--- src/rtl/flash_cmd_pkg.sv ---
package flash_cmd_pkg;
    typedef enum logic [1:0] {
        SEQ_IDLE,
        SEQ_UNL1,
        SEQ_UNL2,
        SEQ_PROG
    } seq_e;

    localparam int          UNLOCK_AW   = 11;
    localparam logic [10:0] UNLOCK_A1   = 11'h555;
    localparam logic [10:0] UNLOCK_A2   = 11'h2AA;
    localparam logic [7:0]  UNLOCK_D1   = 8'hAA;
    localparam logic [7:0]  UNLOCK_D2   = 8'h55;
    localparam logic [7:0]  CMD_AUTOSEL = 8'h90;
    localparam logic [7:0]  CMD_PROG    = 8'hA0;
    localparam logic [7:0]  CMD_RESET   = 8'hF0;
    localparam logic [15:0] ERASED_WORD = 16'hFFFF;
endpackage

--- src/rtl/fc_seq_decoder.sv ---
module fc_seq_decoder
    import flash_cmd_pkg::*;
#(
    parameter int ADDR_W = 12,
    parameter int BANK_W = 1
) (
    input  logic              clk_i,
    input  logic              rst_ni,
    input  logic              wr_i,
    input  logic [ADDR_W-1:0] addr_i,
    input  logic [7:0]        cmd_i,
    output logic              autosel_o,
    output logic              prog_o,
    output logic              reset_o,
    output logic [BANK_W-1:0] bank_o
);
    typedef struct packed {
        seq_e seq;
    } dec_t;

    dec_t st_d, st_q;
    logic [UNLOCK_AW-1:0] low_addr;

    assign low_addr = addr_i[UNLOCK_AW-1:0];
    assign bank_o   = addr_i[ADDR_W-1 -: BANK_W];

    always_comb begin
        st_d      = st_q;
        autosel_o = 1'b0;
        prog_o    = 1'b0;
        reset_o   = 1'b0;
        if (wr_i) begin
            if (st_q.seq == SEQ_PROG) begin
                prog_o     = 1'b1;
                st_d.seq   = SEQ_IDLE;
            end else if (cmd_i == CMD_RESET) begin
                reset_o    = 1'b1;
                st_d.seq   = SEQ_IDLE;
            end else begin
                unique case (st_q.seq)
                    SEQ_IDLE: st_d.seq = (low_addr == UNLOCK_A1 && cmd_i == UNLOCK_D1)
                                         ? SEQ_UNL1 : SEQ_IDLE;
                    SEQ_UNL1: st_d.seq = (low_addr == UNLOCK_A2 && cmd_i == UNLOCK_D2)
                                         ? SEQ_UNL2 : SEQ_IDLE;
                    SEQ_UNL2: begin
                        autosel_o = (cmd_i == CMD_AUTOSEL);
                        st_d.seq  = (cmd_i == CMD_PROG) ? SEQ_PROG : SEQ_IDLE;
                    end
                    default:  st_d.seq = SEQ_IDLE;
                endcase
            end
        end
    end

    always_ff @(posedge clk_i) begin
        if (!rst_ni) st_q <= '{seq: SEQ_IDLE};
        else         st_q <= st_d;
    end
endmodule

--- src/rtl/fc_prog_timer.sv ---
module fc_prog_timer #(
    parameter int BANK_W      = 1,
    parameter int PROG_CYCLES = 20,
    localparam int NBANK = 2 ** BANK_W,
    localparam int CNT_W = $clog2(PROG_CYCLES + 1)
) (
    input  logic              clk_i,
    input  logic              rst_ni,
    input  logic              start_i,
    input  logic [BANK_W-1:0] bank_i,
    input  logic [15:0]       data_i,
    output logic              busy_o,
    output logic [NBANK-1:0]  busy_vec_o,
    output logic [BANK_W-1:0] bank_o,
    output logic [15:0]       data_o
);
    typedef struct packed {
        logic              busy;
        logic [CNT_W-1:0]  cnt;
        logic [BANK_W-1:0] bank;
        logic [15:0]       data;
    } tmr_t;

    tmr_t st_d, st_q;

    always_comb begin
        st_d = st_q;
        if (st_q.busy) begin
            if (st_q.cnt == '0) st_d.busy = 1'b0;
            else                st_d.cnt  = st_q.cnt - 1'b1;
        end
        if (start_i) begin
            st_d.busy = 1'b1;
            st_d.cnt  = CNT_W'(PROG_CYCLES - 1);
            st_d.bank = bank_i;
            st_d.data = data_i;
        end
    end

    always_ff @(posedge clk_i) begin
        if (!rst_ni) st_q <= '0;
        else         st_q <= st_d;
    end

    for (genvar b = 0; b < NBANK; b++) begin : g_busy
        assign busy_vec_o[b] = st_q.busy && (st_q.bank == BANK_W'(b));
    end

    assign busy_o = st_q.busy;
    assign bank_o = st_q.bank;
    assign data_o = st_q.data;
endmodule

--- src/rtl/fc_read_port.sv ---
module fc_read_port
    import flash_cmd_pkg::*;
#(
    parameter int          BANK_W  = 1,
    parameter int          SECT_W  = 3,
    parameter int          OFS_W   = 8,
    parameter logic [15:0] MFR_ID  = 16'h0001,
    parameter logic [15:0] DEV_ID1 = 16'h5A10,
    parameter logic [15:0] DEV_ID2 = 16'h5A21,
    parameter logic [15:0] DEV_ID3 = 16'h5A00,
    localparam int ADDR_W = BANK_W + SECT_W + OFS_W,
    localparam int NBANK  = 2 ** BANK_W,
    localparam int NLOCK  = 2 ** (BANK_W + SECT_W)
) (
    input  logic              clk_i,
    input  logic              rst_ni,
    input  logic              rd_i,
    input  logic [ADDR_W-1:0] addr_i,
    input  logic [NBANK-1:0]  auto_i,
    input  logic              busy_i,
    input  logic [BANK_W-1:0] busy_bank_i,
    input  logic [15:0]       busy_data_i,
    input  logic [NLOCK-1:0]  lock_i,
    output logic [15:0]       rdata_o
);
    typedef struct packed {
        logic [15:0] rdata;
    } rd_t;

    rd_t st_d, st_q;
    logic [BANK_W-1:0]        bank;
    logic [BANK_W+SECT_W-1:0] lock_idx;
    logic [OFS_W-1:0]         ofs;
    logic [15:0]              id_word;

    assign bank     = addr_i[ADDR_W-1 -: BANK_W];
    assign lock_idx = addr_i[ADDR_W-1 -: BANK_W+SECT_W];
    assign ofs      = addr_i[OFS_W-1:0];

    always_comb begin
        unique case (ofs)
            OFS_W'(8'h00): id_word = MFR_ID;
            OFS_W'(8'h01): id_word = DEV_ID1;
            OFS_W'(8'h0E): id_word = DEV_ID2;
            OFS_W'(8'h0F): id_word = DEV_ID3;
            OFS_W'(8'h02): id_word = {15'd0, lock_i[lock_idx]};
            default:       id_word = 16'h0000;
        endcase
    end

    always_comb begin
        st_d = st_q;
        if (rd_i) begin
            if (busy_i && busy_bank_i == bank) st_d.rdata = busy_data_i ^ 16'h0080;
            else if (auto_i[bank])             st_d.rdata = id_word;
            else                               st_d.rdata = ERASED_WORD;
        end
    end

    always_ff @(posedge clk_i) begin
        if (!rst_ni) st_q <= '0;
        else         st_q <= st_d;
    end

    assign rdata_o = st_q.rdata;
endmodule

--- src/rtl/flash_cmd_ctrl.sv ---
module flash_cmd_ctrl #(
    parameter int          BANK_W      = 1,
    parameter int          SECT_W      = 3,
    parameter int          OFS_W       = 8,
    parameter int          PROG_CYCLES = 20,
    parameter logic [15:0] DEV_ID1     = 16'h5A10,
    parameter logic [15:0] DEV_ID2     = 16'h5A21,
    parameter logic [15:0] DEV_ID3     = 16'h5A00,
    localparam int ADDR_W = BANK_W + SECT_W + OFS_W,
    localparam int NBANK  = 2 ** BANK_W,
    localparam int NLOCK  = 2 ** (BANK_W + SECT_W)
) (
    input  logic              clk_i,
    input  logic              rst_ni,
    input  logic              wr_i,
    input  logic              rd_i,
    input  logic [ADDR_W-1:0] addr_i,
    input  logic [15:0]       wdata_i,
    input  logic [NLOCK-1:0]  sect_lock_i,
    output logic [15:0]       rdata_o,
    output logic [NBANK-1:0]  busy_o
);
    typedef struct packed {
        logic [NBANK-1:0] auto_mode;
    } top_t;

    top_t st_d, st_q;
    logic              busy_any, wr_eff;
    logic              cmd_auto, cmd_prog, cmd_reset;
    logic [BANK_W-1:0] cmd_bank, busy_bank;
    logic [15:0]       busy_data;

    assign wr_eff = wr_i && !busy_any;

    fc_seq_decoder #(.ADDR_W(ADDR_W), .BANK_W(BANK_W)) u_dec (
        .clk_i     (clk_i),
        .rst_ni    (rst_ni),
        .wr_i      (wr_eff),
        .addr_i    (addr_i),
        .cmd_i     (wdata_i[7:0]),
        .autosel_o (cmd_auto),
        .prog_o    (cmd_prog),
        .reset_o   (cmd_reset),
        .bank_o    (cmd_bank)
    );

    fc_prog_timer #(.BANK_W(BANK_W), .PROG_CYCLES(PROG_CYCLES)) u_tmr (
        .clk_i      (clk_i),
        .rst_ni     (rst_ni),
        .start_i    (cmd_prog),
        .bank_i     (cmd_bank),
        .data_i     (wdata_i),
        .busy_o     (busy_any),
        .busy_vec_o (busy_o),
        .bank_o     (busy_bank),
        .data_o     (busy_data)
    );

    always_comb begin
        st_d = st_q;
        for (int b = 0; b < NBANK; b++) begin
            if (cmd_bank == BANK_W'(b)) begin
                if (cmd_reset || cmd_prog) st_d.auto_mode[b] = 1'b0;
                if (cmd_auto)              st_d.auto_mode[b] = 1'b1;
            end
        end
    end

    always_ff @(posedge clk_i) begin
        if (!rst_ni) st_q <= '0;
        else         st_q <= st_d;
    end

    fc_read_port #(
        .BANK_W (BANK_W), .SECT_W (SECT_W), .OFS_W (OFS_W),
        .DEV_ID1(DEV_ID1), .DEV_ID2(DEV_ID2), .DEV_ID3(DEV_ID3)
    ) u_rd (
        .clk_i       (clk_i),
        .rst_ni      (rst_ni),
        .rd_i        (rd_i),
        .addr_i      (addr_i),
        .auto_i      (st_q.auto_mode),
        .busy_i      (busy_any),
        .busy_bank_i (busy_bank),
        .busy_data_i (busy_data),
        .lock_i      (sect_lock_i),
        .rdata_o     (rdata_o)
    );
endmodule

--- config.mk ---
export PLATFORM = sky130hd
export DESIGN_NAME = flash_cmd_ctrl
export DESIGN_NICKNAME = d
export VERILOG_FILES = /design/src/rtl/flash_cmd_pkg.sv /design/src/rtl/fc_seq_decoder.sv /design/src/rtl/fc_prog_timer.sv /design/src/rtl/fc_read_port.sv /design/src/rtl/flash_cmd_ctrl.sv
export SDC_FILE = /design/constraint.sdc
export NUM_CORES = 1
export LEC_CHECK = 0
export BUFFER_PORTS_ARGS = -buffer_cell sky130_fd_sc_hd__buf_2
export CAP_MARGIN = 25
export CORE_MARGIN = 2
export CORE_UTILIZATION = 31
export CTS_CLUSTER_DIAMETER = 150
export DETAILED_ROUTE_END_ITERATION = 8
export SYNTH_ARGS = -nofsm -noshare
export SYNTH_HDL_FRONTEND = slang
export SYNTH_SLANG_ARGS = --single-unit
--- constraint.sdc ---
create_clock -name clk_i -period 4.6 [get_ports clk_i]
set_clock_uncertainty 0.05 [all_clocks]
set_input_delay 0 -clock clk_i [delete_from_list [all_inputs] [get_ports clk_i]]
set_output_delay 0 -clock clk_i [all_outputs]
set_load 0.03 [all_outputs]
## Word-level counts from Yosys, hierarchy flattened

Cells that the tools add are included.

- Multiplexer cells: 28
- $lt $le $gt $ge: 2
- Equality and inequality tests: 16
- Reduce and logical (&&, ||, !) cells: 18
- Add/sub/neg operators: 1
- Bitwise logic cells: 5

Operator list:

| operator | count |
|---|---|
| 15-bit one-hot mux with 5 select lines | 1 |
| 8-bit equality test, second input constant | 4 |
| 16-bit 2-to-1 mux | 2 |
| 23-bit 2-to-1 mux | 1 |
| 8-bit by 4-bit equality test with 1-bit output, second input constant | 2 |
| 1-bit 2-to-1 mux | 16 |
| 11-bit by 10-bit equality test with 1-bit output, second input constant | 1 |
| 11-bit equality test, second input constant | 1 |
| 8-bit by 1-bit equality test with 1-bit output, second input constant | 1 |
| 8-bit by 2-bit equality test with 1-bit output, second input constant | 1 |
| 8-bit by 7-bit equality test with 1-bit output, second input constant | 1 |
| 8-bit zero test | 1 |
| 2-bit 2-to-1 mux | 4 |
| 2-bit AND reduction | 4 |
| 1-bit logical AND | 6 |
| 6-bit 2-to-1 mux | 1 |
| 2-bit one-hot mux with 3 select lines | 1 |
| 5-bit zero test | 1 |
| 4-bit by 5-bit < comparator with 1-bit output, second input constant | 1 |
| 5-bit 2-to-1 mux | 1 |
| 1-bit inverter | 5 |
| 5-bit by 1-bit subtractor with 5-bit output, second input constant | 1 |
| 1-bit binary-select mux with 4-bit select | 1 |
| 2-bit equality test, second input constant | 2 |
| other kinds (9) | 10 |

- Output and inout bits: 18
- Input port bits: 48
- Flip-flop bits (word level): 43
- Logic and storage cells: 79

## Logic depth before layout (Yosys ltp)

Gate-level depths: netlist of the first run.

- Word-level depth: 7
- Mapped depth: 7
- Gate-level depth less buffers: 7

## Cells and area by module

A second synthesis of the first run with hierarchy kept.

- Cells, all modules: 255
- Area, all modules: 2298.5 um^2

Modules (own cells, without submodules):

| module | times used | sequential area each (um^2) | area each (um^2) | cells an instance |
|---|---|---|---|---|
| fc_prog_timer | 1 | 460.4 | 1054.8 | 105 |
| fc_read_port | 1 | 320.3 | 875.8 | 104 |
| fc_seq_decoder | 1 | 40.0 | 269.0 | 37 |
| flash_cmd_ctrl | 1 | 40.0 | 98.8 | 9 |

## Worst setup path after synthesis of the first run

No wires, ideal clock.

- Path kind: reg2reg
- From: register u_tmr.st_q, in the netlist u_tmr.busy_o
- To: register u_rd.st_q, in the netlist u_rd.rdata_o[0]
- Stages on the path, launching flop included: 6
- Data required time: 4.490 ns
- Path buffers: 0
- Slack: 2.996 ns
- Setup time: 0.060 ns
- Data arrival time: 1.494 ns
- Period minus slack after synthesis: 1.604 ns
- Cells stage by stage: dfxtp_1 nor2b_1 o22ai_1 a21bo_1 a31o_1 a32o_1

- Word-level cells in the longest chain between the ends: 2

Ends and longest elaborated chain:

| element | RTL line | source |
|---|---|---|
| start, declared | fc_prog_timer.sv:24 | `tmr_t st_d, st_q;` |
| start signal, assigned | fc_prog_timer.sv:42 | `else st_q <= st_d;` |
| 1-bit logical AND | fc_read_port.sv:54 | `if (busy_i && busy_bank_i == bank) st_d.rdata = busy_data_i ^ 16'h0080;` |
| 16-bit 2-to-1 mux | fc_read_port.sv:54 |  |
| end signal, assigned | fc_read_port.sv:62 | `else st_q <= st_d;` |
| end, declared | fc_read_port.sv:30 | `rd_t st_d, st_q;` |

No other way between the ends.
A chain may end at the register's enable or synchronous reset.

## Worst setup path in the final report of the first run

- From: register u_tmr.st_q, in the netlist u_tmr.busy_o
- To: register st_q[1] (netlist name)

- Word-level cells in the longest chain between the ends: 6
- Elaborated cells on any way between the ends: 9
- Classes of those cells: 4 x mux; 5 x reduce/logical

Ends and longest elaborated chain:

| element | RTL line | source |
|---|---|---|
| 1-bit zero test * | flash_cmd_ctrl.sv:33 | `assign wr_eff = wr_i && !busy_any;` |
| 1-bit logical AND * | flash_cmd_ctrl.sv:33 |  |
| 1-bit 2-to-1 mux | fc_seq_decoder.sv:32 | `if (wr_i) begin` |
| 1-bit logical OR | flash_cmd_ctrl.sv:63 | `if (cmd_reset \|\| cmd_prog) st_d.auto_mode[b] = 1'b0;` |
| 2-bit nonzero test (no source line) | n/a |  |
| 2-bit AND reduction (no source line) | n/a |  |
| end signal, assigned | flash_cmd_ctrl.sv:71 | `else st_q <= st_d;` |
| end, declared | flash_cmd_ctrl.sv:27 | `top_t st_d, st_q;` |

Mark *: on every way between the ends. The rest lies on a longest branch, timed or not.

==> metrics, run 1 <==
Num CTS Buffers 5; via count 2,052; P per Cell Area 262 nW/um^2; Placed Instances 407; Final #Nets 385; Hold WC Path Type in2reg; Tot Pwr 0.736 mW; Post-Syn Nets 308; IO Count 66; post-synthesis register bit count 43; Slew HR 0.413; # DRC 0; CP endpoint kind flop; Syn Area/Cell 8.39 um^2; cells on worst reg2reg path 5; Layout area overhead 29.5%; Max stage delay on crit path 0.63 ns; Max Cap Violations 0; YS warnings 0; sum of buffers and inverters on the critical path 0; Clock transition at path regs 0.08 ns; crit path DAT 2.12 ns; Final HPWL DP 4010 um; Cells after Synth 258; n_diodes 0; LEAKAGE 1.14 nW; DRT iter0 DRCs 91; RSZ-0062 raised after global routing no; Worst Hold Path Cells 3; Placement Rows 30; postcts setup bufs 0; placed cell area 2550 um^2; post-route clock period utilization 0.427; ys async rst share 0; TNS Setup 0 ns; share of cells above drive strength 1 0.226; flop-to-flop setup slack 2.63 ns; Finished Layout Cells 432; clock latency on the worst-skew pair 0.30 ns; clk sinks 43; required time of the critical path 4.75 ns; actual slew at the worst max-slew pin 0.878 ns; Die ar. 7670 um^2; CTS tree built; area of the core 6790 um^2; Resize count post-CTS 0; EDFF count, synth 0; Hold EP u_rd.rdata_o[5]; GRT overflow 0; port buffer count 65; post-synthesis cell type count 47; DIE HEIGHT 87.6 um; Routed WL 5400 um; vias in the first global route 2,059; Mapped Area 2170 um^2; drt via density 4.75; CP max FO 23; Placer Congestion 0.820; All-Layer GR Usage 0.155; clk buf depth 2; final worst path period need 1.97 ns; Fill cells 700; Worst setup SP type flop; Initial Util 0.319; CTS Hold Bufs 17; VDD IR max 0.101 mV; CP Cell Sequence nor2b_1 > nand3_1 > o21ai_1 > a21oi_1 > a31o_1; status finished, final reports clean; final hold violations 0; Setup CP Type reg2reg; htree depth 2; Final setup viols 0; per-cell routed wire length 12.5 um; critical path's top delay family simple AND/OR/NAND/NOR gates; CP max stage cell nand3_1; Post-DRT Antenna Nets 0; f_max 509 MHz; maximum number of pins on one net before global-route repair 43; Most used DFF post-synth dfxtp_1; Initial DRT Pass Iterations 4; final number of max-transition violations 0; Finished Cell Area 2800 um^2; post-layout util 0.413; first-pass GRT wire length 9430 um; Worst R2R Start u_tmr.busy_o; sequential share of the synthesized area 0.397; Root Buffer clkbuf_8; initial antenna violation count 0; HP Start rd_i; Reg-to-Reg End st_q[1]; Die W 87.6 um
==> layout by cell type (no fill, tap or decap), types with 2 or more instances in the layout <==
cell / instances
a21boi_1: 22
a21oi_1: 11
a22o_1: 4
a31o_1: 2
and2_1: 2
and3_1: 4
buf_2: 65
clkbuf_8: 5
dfxtp_1: 43
dlygate4sd3_1: 17
ha_1: 2
inv_1: 4
mux2i_1: 8
nand2_1: 53
nand2b_1: 13
nand3_1: 4
nand4_1: 2
nor2_1: 9
nor2b_1: 7
nor3_1: 3
nor3b_1: 2
nor4_1: 3
nor4b_1: 3
nor4bb_1: 2
o211ai_1: 2
o21ai_0: 10
o21ai_1: 3
o22ai_1: 4
or3b_1: 2
or4_1: 2
xnor2_1: 5
==> worst max-delay path by stage <==
stage | end | slack [ns] | cells past startpoint | start
5_1_grt | st_q[1] | 2.36 | 5 | u_tmr.busy_o
3_3_place_gp | u_tmr.data_o[6] | 2.70 | 4 | u_tmr.busy_o
3_5_place_dp | st_q[1] | 2.59 | 5 | u_tmr.busy_o
6_report | st_q[1] | 2.63 | 5 | u_tmr.busy_o
4_1_cts | st_q[1] | 2.59 | 5 | u_tmr.busy_o
2_1_floorplan | u_rd.rdata_o[0] | 3.00 | 5 | u_tmr.busy_o
==> synth_stat cells (all sizes together), types with 2 or more instances <==
cell | count | share of area
a22o | 4 | 0.016
nor3 | 3 | 0.0069
o211ai | 2 | 0.0069
nor4bb | 2 | 0.0092
or4 | 3 | 0.012
ha | 2 | 0.012
inv | 4 | 0.0069
buf | 4 | 0.012
nand2 | 53 | 0.092
mux2i | 8 | 0.037
nor4b | 3 | 0.012
and3 | 4 | 0.012
nand3 | 4 | 0.0092
and2 | 2 | 0.0058
a21oi | 11 | 0.025
nand4 | 2 | 0.0058
nor4 | 3 | 0.0087
a31o | 2 | 0.0081
nor3b | 2 | 0.0069
clkbuf | 8 | 0.014
o22ai | 4 | 0.012
nor2b | 7 | 0.020
dfxtp | 43 | 0.40
a21boi | 23 | 0.081
nand2b | 13 | 0.038
xnor2 | 5 | 0.020
nor2 | 9 | 0.016
o21ai | 13 | 0.030
or3b | 2 | 0.0081
==> routing by layer <==
| metal | GRT usage | vias up | routed length, um |
|---|---|---|---|
| met2 | 0.262 | 38 | 2590 |
| met1 | 0.196 | 938 | 2550 |
| met5 | 0 | - | 0 |
| met3 | 0.0405 | 5 | 195 |
| li1 | - | 1071 | - |
| met4 | 0.0392 | 0 | 59 |
==> worst register-to-register path, stage by stage, from the launching register on <==
cell and delay, ns:
dfxtp_1 0.39, nor2b_1 0.16, nand3_1 0.63, o21ai_1 0.36, a21oi_1 0.10, a31o_1 0.18
==> cell type report <==
class / instances / area, um^2 / area share
Tap cell: 96 / 120 / 0.0428
Multi-Input combinational cell: 198 / 1220 / 0.434
Clock inverter: 2 / 12.5 / 0.00446
Inverter: 4 / 15.0 / 0.00535
Sequential cell: 43 / 861 / 0.307
Timing Repair Buffer: 83 / 507 / 0.181
Clock buffer: 6 / 72.6 / 0.0259
==> where the power goes <==
| part | internal, mW | switching (mW) | leakage, nW |
|---|---|---|---|
| registers | 0.382 | 0.00459 | 0.351 |
| clock network | 0.106 | 0.131 | 0.0412 |
| logic | 0.0507 | 0.0611 | 0.751 |
| total | 0.539 | 0.197 | 1.14 |
==> flip-flops by register name, summed over array words and instances, names as in the netlist <==
| signal | flops |
|---|---|
| u_dec.st_q | 2 |
| st_q | 2 |
| u_tmr.busy_o | 1 |
| u_tmr.bank_o | 1 |
| u_tmr.data_o | 16 |
| u_tmr.st_q | 5 |
| u_rd.rdata_o | 16 |
==> logic make-up after synthesis <==
logic type,after synthesis,share of synthesized area
multiplexers,8,0.0370
adder cells (fa/ha/maj),2,0.0116
flip-flops,43,0.397
XOR/XNOR,5,0.0202
AND/OR/NAND/NOR,114,0.269
buffers and inverters,17,0.0410
AO/OA/AOI/OAI,69,0.224
==> metrics by stage <==
stage / worst slack (ns) / hold WS, ns
3_3_place_gp: 2.70 / 0.199
5_1_grt: 2.36 / 0.135
2_1_floorplan: 3.00 / 0.0848
6_report: 2.63 / 0.109
3_5_place_dp: 2.59 / 0.196
4_1_cts: 2.59 / 0.109
No activity file was read; power rests on OpenSTA's default activity.
==> run 2, diff against run 1 <==
==> constraint.sdc (replaced) <==
create_clock -name clk_i -period 1.63 [get_ports clk_i]
set_clock_uncertainty 0.05 [all_clocks]
set_input_delay 0 -clock clk_i [delete_from_list [all_inputs] [get_ports clk_i]]
set_output_delay 0 -clock clk_i [all_outputs]
set_load 0.03 [all_outputs]
==> run 2 against run 1 <==
Hold slack lost 0.058 ns. Total power grew to 3.0 times the previous value. Worst setup slack lost 2.6 ns. Sequential power grew to 2.8 times the previous value.
==> metrics, run 2 (synthesized netlist as in run 1, its figures left out) <==
clk sinks 43 (unchanged); cells on worst reg2reg path 5 (unchanged); P per Cell Area 770 nW/um^2 (was 262 nW/um^2); Layout area overhead 34.3% (was 29.5%); share of cells above drive strength 1 0.256 (was 0.226); Setup CP Type in2reg (was reg2reg); # DRC 0 (unchanged); required time of the critical path 1.81 ns (was 4.75 ns); Final HPWL DP 4220 um (was 4010 um); Routed WL 5740 um (was 5400 um); Hold EP u_tmr.data_o[5] (was u_rd.rdata_o[5]); Reg-to-Reg End u_dec.st_q[1] (was st_q[1]); Hold WC Path Type in2reg (unchanged); final number of max-transition violations 0 (unchanged); Max stage delay on crit path 0.52 ns (was 0.63 ns); post-route clock period utilization 0.970; Max Cap Violations 0 (unchanged); Root Buffer clkbuf_8 (unchanged); DIE HEIGHT 87.6 um (unchanged); final worst path period need 1.58 ns; IO Count 66 (unchanged); vias in the first global route 2,033 (was 2,059); critical path's top delay family simple AND/OR/NAND/NOR gates (unchanged); final hold violations 0 (unchanged); via count 2,140 (was 2,052); clock latency on the worst-skew pair 0.29 ns (was 0.30 ns); GRT Max-Usage Layer met2 (unchanged); initial antenna violation count 0 (unchanged); sum of buffers and inverters on the critical path 2 (was 0); Worst Hold Path Cells 2 (was 3); Clock transition at path regs 0.08 ns (about the same); Placer Congestion 0.771 (was 0.820); crit path DAT 1.76 ns (was 2.12 ns); Die ar. 7670 um^2 (unchanged); f_max 632 MHz; Worst setup SP type primary input (was flop); per-cell routed wire length 13.1 um (was 12.5 um); CP Cell Sequence dlygate4sd3_1 > buf_2 > or3b_4 > or3b_1 > o32ai_1 > a22oi_1 > nor2b_1 (was nor2b_1 > nand3_1 > o21ai_1 > a21oi_1 > a31o_1); Die W 87.6 um (unchanged); Seq. cell area 862 um^2 (was 861 um^2); Final WS setup 0.0489 ns (was 2.63 ns); drt via density 4.86 (was 4.75); VDD IR max 0.330 mV (was 0.101 mV); Final #Nets 393 (was 385); met3 usage in global routing 0.0283 (was 0.0405); grt met1 use 0.208 (was 0.196); first-pass GRT wire length 9400 um (was 9430 um); Placement Rows 30 (unchanged); CP max FO 4 (was 23); port buffer count 65 (unchanged); HP Start rst_ni (was rd_i); Fill cells 695 (was 700); flop-to-flop setup slack 0.09 ns (was 2.63 ns); Initial DRT Pass Iterations 4 (unchanged); htree depth 2 (unchanged); TNS Setup 0 ns (unchanged); actual slew at the worst max-slew pin 0.430 ns (was 0.878 ns); Num CTS Buffers 5 (unchanged); clk buf depth 2 (unchanged); Initial Util 0.319 (unchanged); CTS tree built (unchanged); LEAKAGE 1.21 nW (was 1.14 nW); met2 Use GR 0.252 (was 0.262); DRT iter0 DRCs 80 (was 91); status finished, final reports clean (unchanged); All-Layer GR Usage 0.154 (was 0.155); maximum number of pins on one net before global-route repair 29 (was 43); Worst R2R Start u_dec.st_q[0] (was u_tmr.busy_o); GRT overflow 0 (unchanged); Multi-input gate area 1240 um^2 (was 1220 um^2); commonest cells after routing, fill and taps aside buf_2 (65), nand2_1 (53), dfxtp_1 (42), a21boi_1 (22), dlygate4sd3_1 (17) (was buf_2 (65), nand2_1 (53), dfxtp_1 (43), a21boi_1 (22), dlygate4sd3_1 (17)); area of the core 6790 um^2 (unchanged); worst slack, placed 0.0471 ns (was 2.59 ns); Post-DRT Antenna Nets 0 (unchanged); Slew HR 0.711 (was 0.413); CP endpoint kind flop (unchanged); Hold Worst Slack 0.0508 ns (was 0.109 ns); Final setup viols 0 (unchanged); postcts setup bufs 0 (unchanged); commonest non-fill, non-tap cell in the layout buf_2 (unchanged); CP max stage cell dlygate4sd3_1 (was nand3_1); n_diodes 0 (unchanged)
[run 2: power breakdown]
group	leakage [nW]	total, mW	internal [mW]	switching, mW
logic	0.800	0.319	0.145	0.174
registers	0.352	1.09	1.08	0.0140
clock network	0.0581	0.829	0.456	0.373
[run 2: cell type report]
class                   instances  share of cell area
multi-input cells             198               0.425
well taps                      96              0.0413
repair buffers                 91               0.194
inverters                       4             0.00516
flip-flops and latches         43               0.296
clock inverters                 3              0.0151
clock buffers                   5              0.0237
[run 2: worst register-to-register path, stage by stage (launching register included)]
cell	delay [ns]
dfxtp_1	0.35
or3b_4	0.39
or3b_1	0.36
o32ai_1	0.13
a22oi_1	0.10
nor2b_1	0.10
[run 2: metal layers]
layer,routed length (um),up-vias
met5,0,-
met4,57,0
met3,229,4
met2,2760,58
met1,2690,994
li1,-,1084
[run 2: worst max-delay path by stage]
stage	from	depth (start not counted)	endpoint
3_5_place_dp	addr_i[5]	6	u_rd.rdata_o[4]
4_1_cts	u_tmr.busy_o	5	u_rd.rdata_o[0]
5_1_grt	u_tmr.st_q[17]	8	u_tmr.st_q[18]
6_report	wdata_i[7]	7	u_dec.st_q[1]
2_1_floorplan	u_tmr.busy_o	5	u_rd.rdata_o[0]
3_3_place_gp	addr_i[5]	6	u_rd.rdata_o[4]
[run 2: metrics by stage]
step | utilization | instance area [um^2] | cells | power [mW]
2_1_floorplan | - | 2170 | 258 | 1.29
3_3_place_gp | 0.383 | 2610 | 415 | 1.40
3_5_place_dp | 0.383 | 2610 | 415 | 1.41
4_1_cts | 0.425 | 2890 | 440 | 2.26
5_1_grt | 0.428 | 2910 | 440 | 2.34
6_report | 0.428 | 2910 | 440 | 2.24
[run 2: timing repair]
item | in CTS | in global routing
gates resized for setup | 0 | 4
hold buffers | 17 | 0
setup endpoints to repair | 0 | 5
endpoints found under the hold margin | 18 | 0
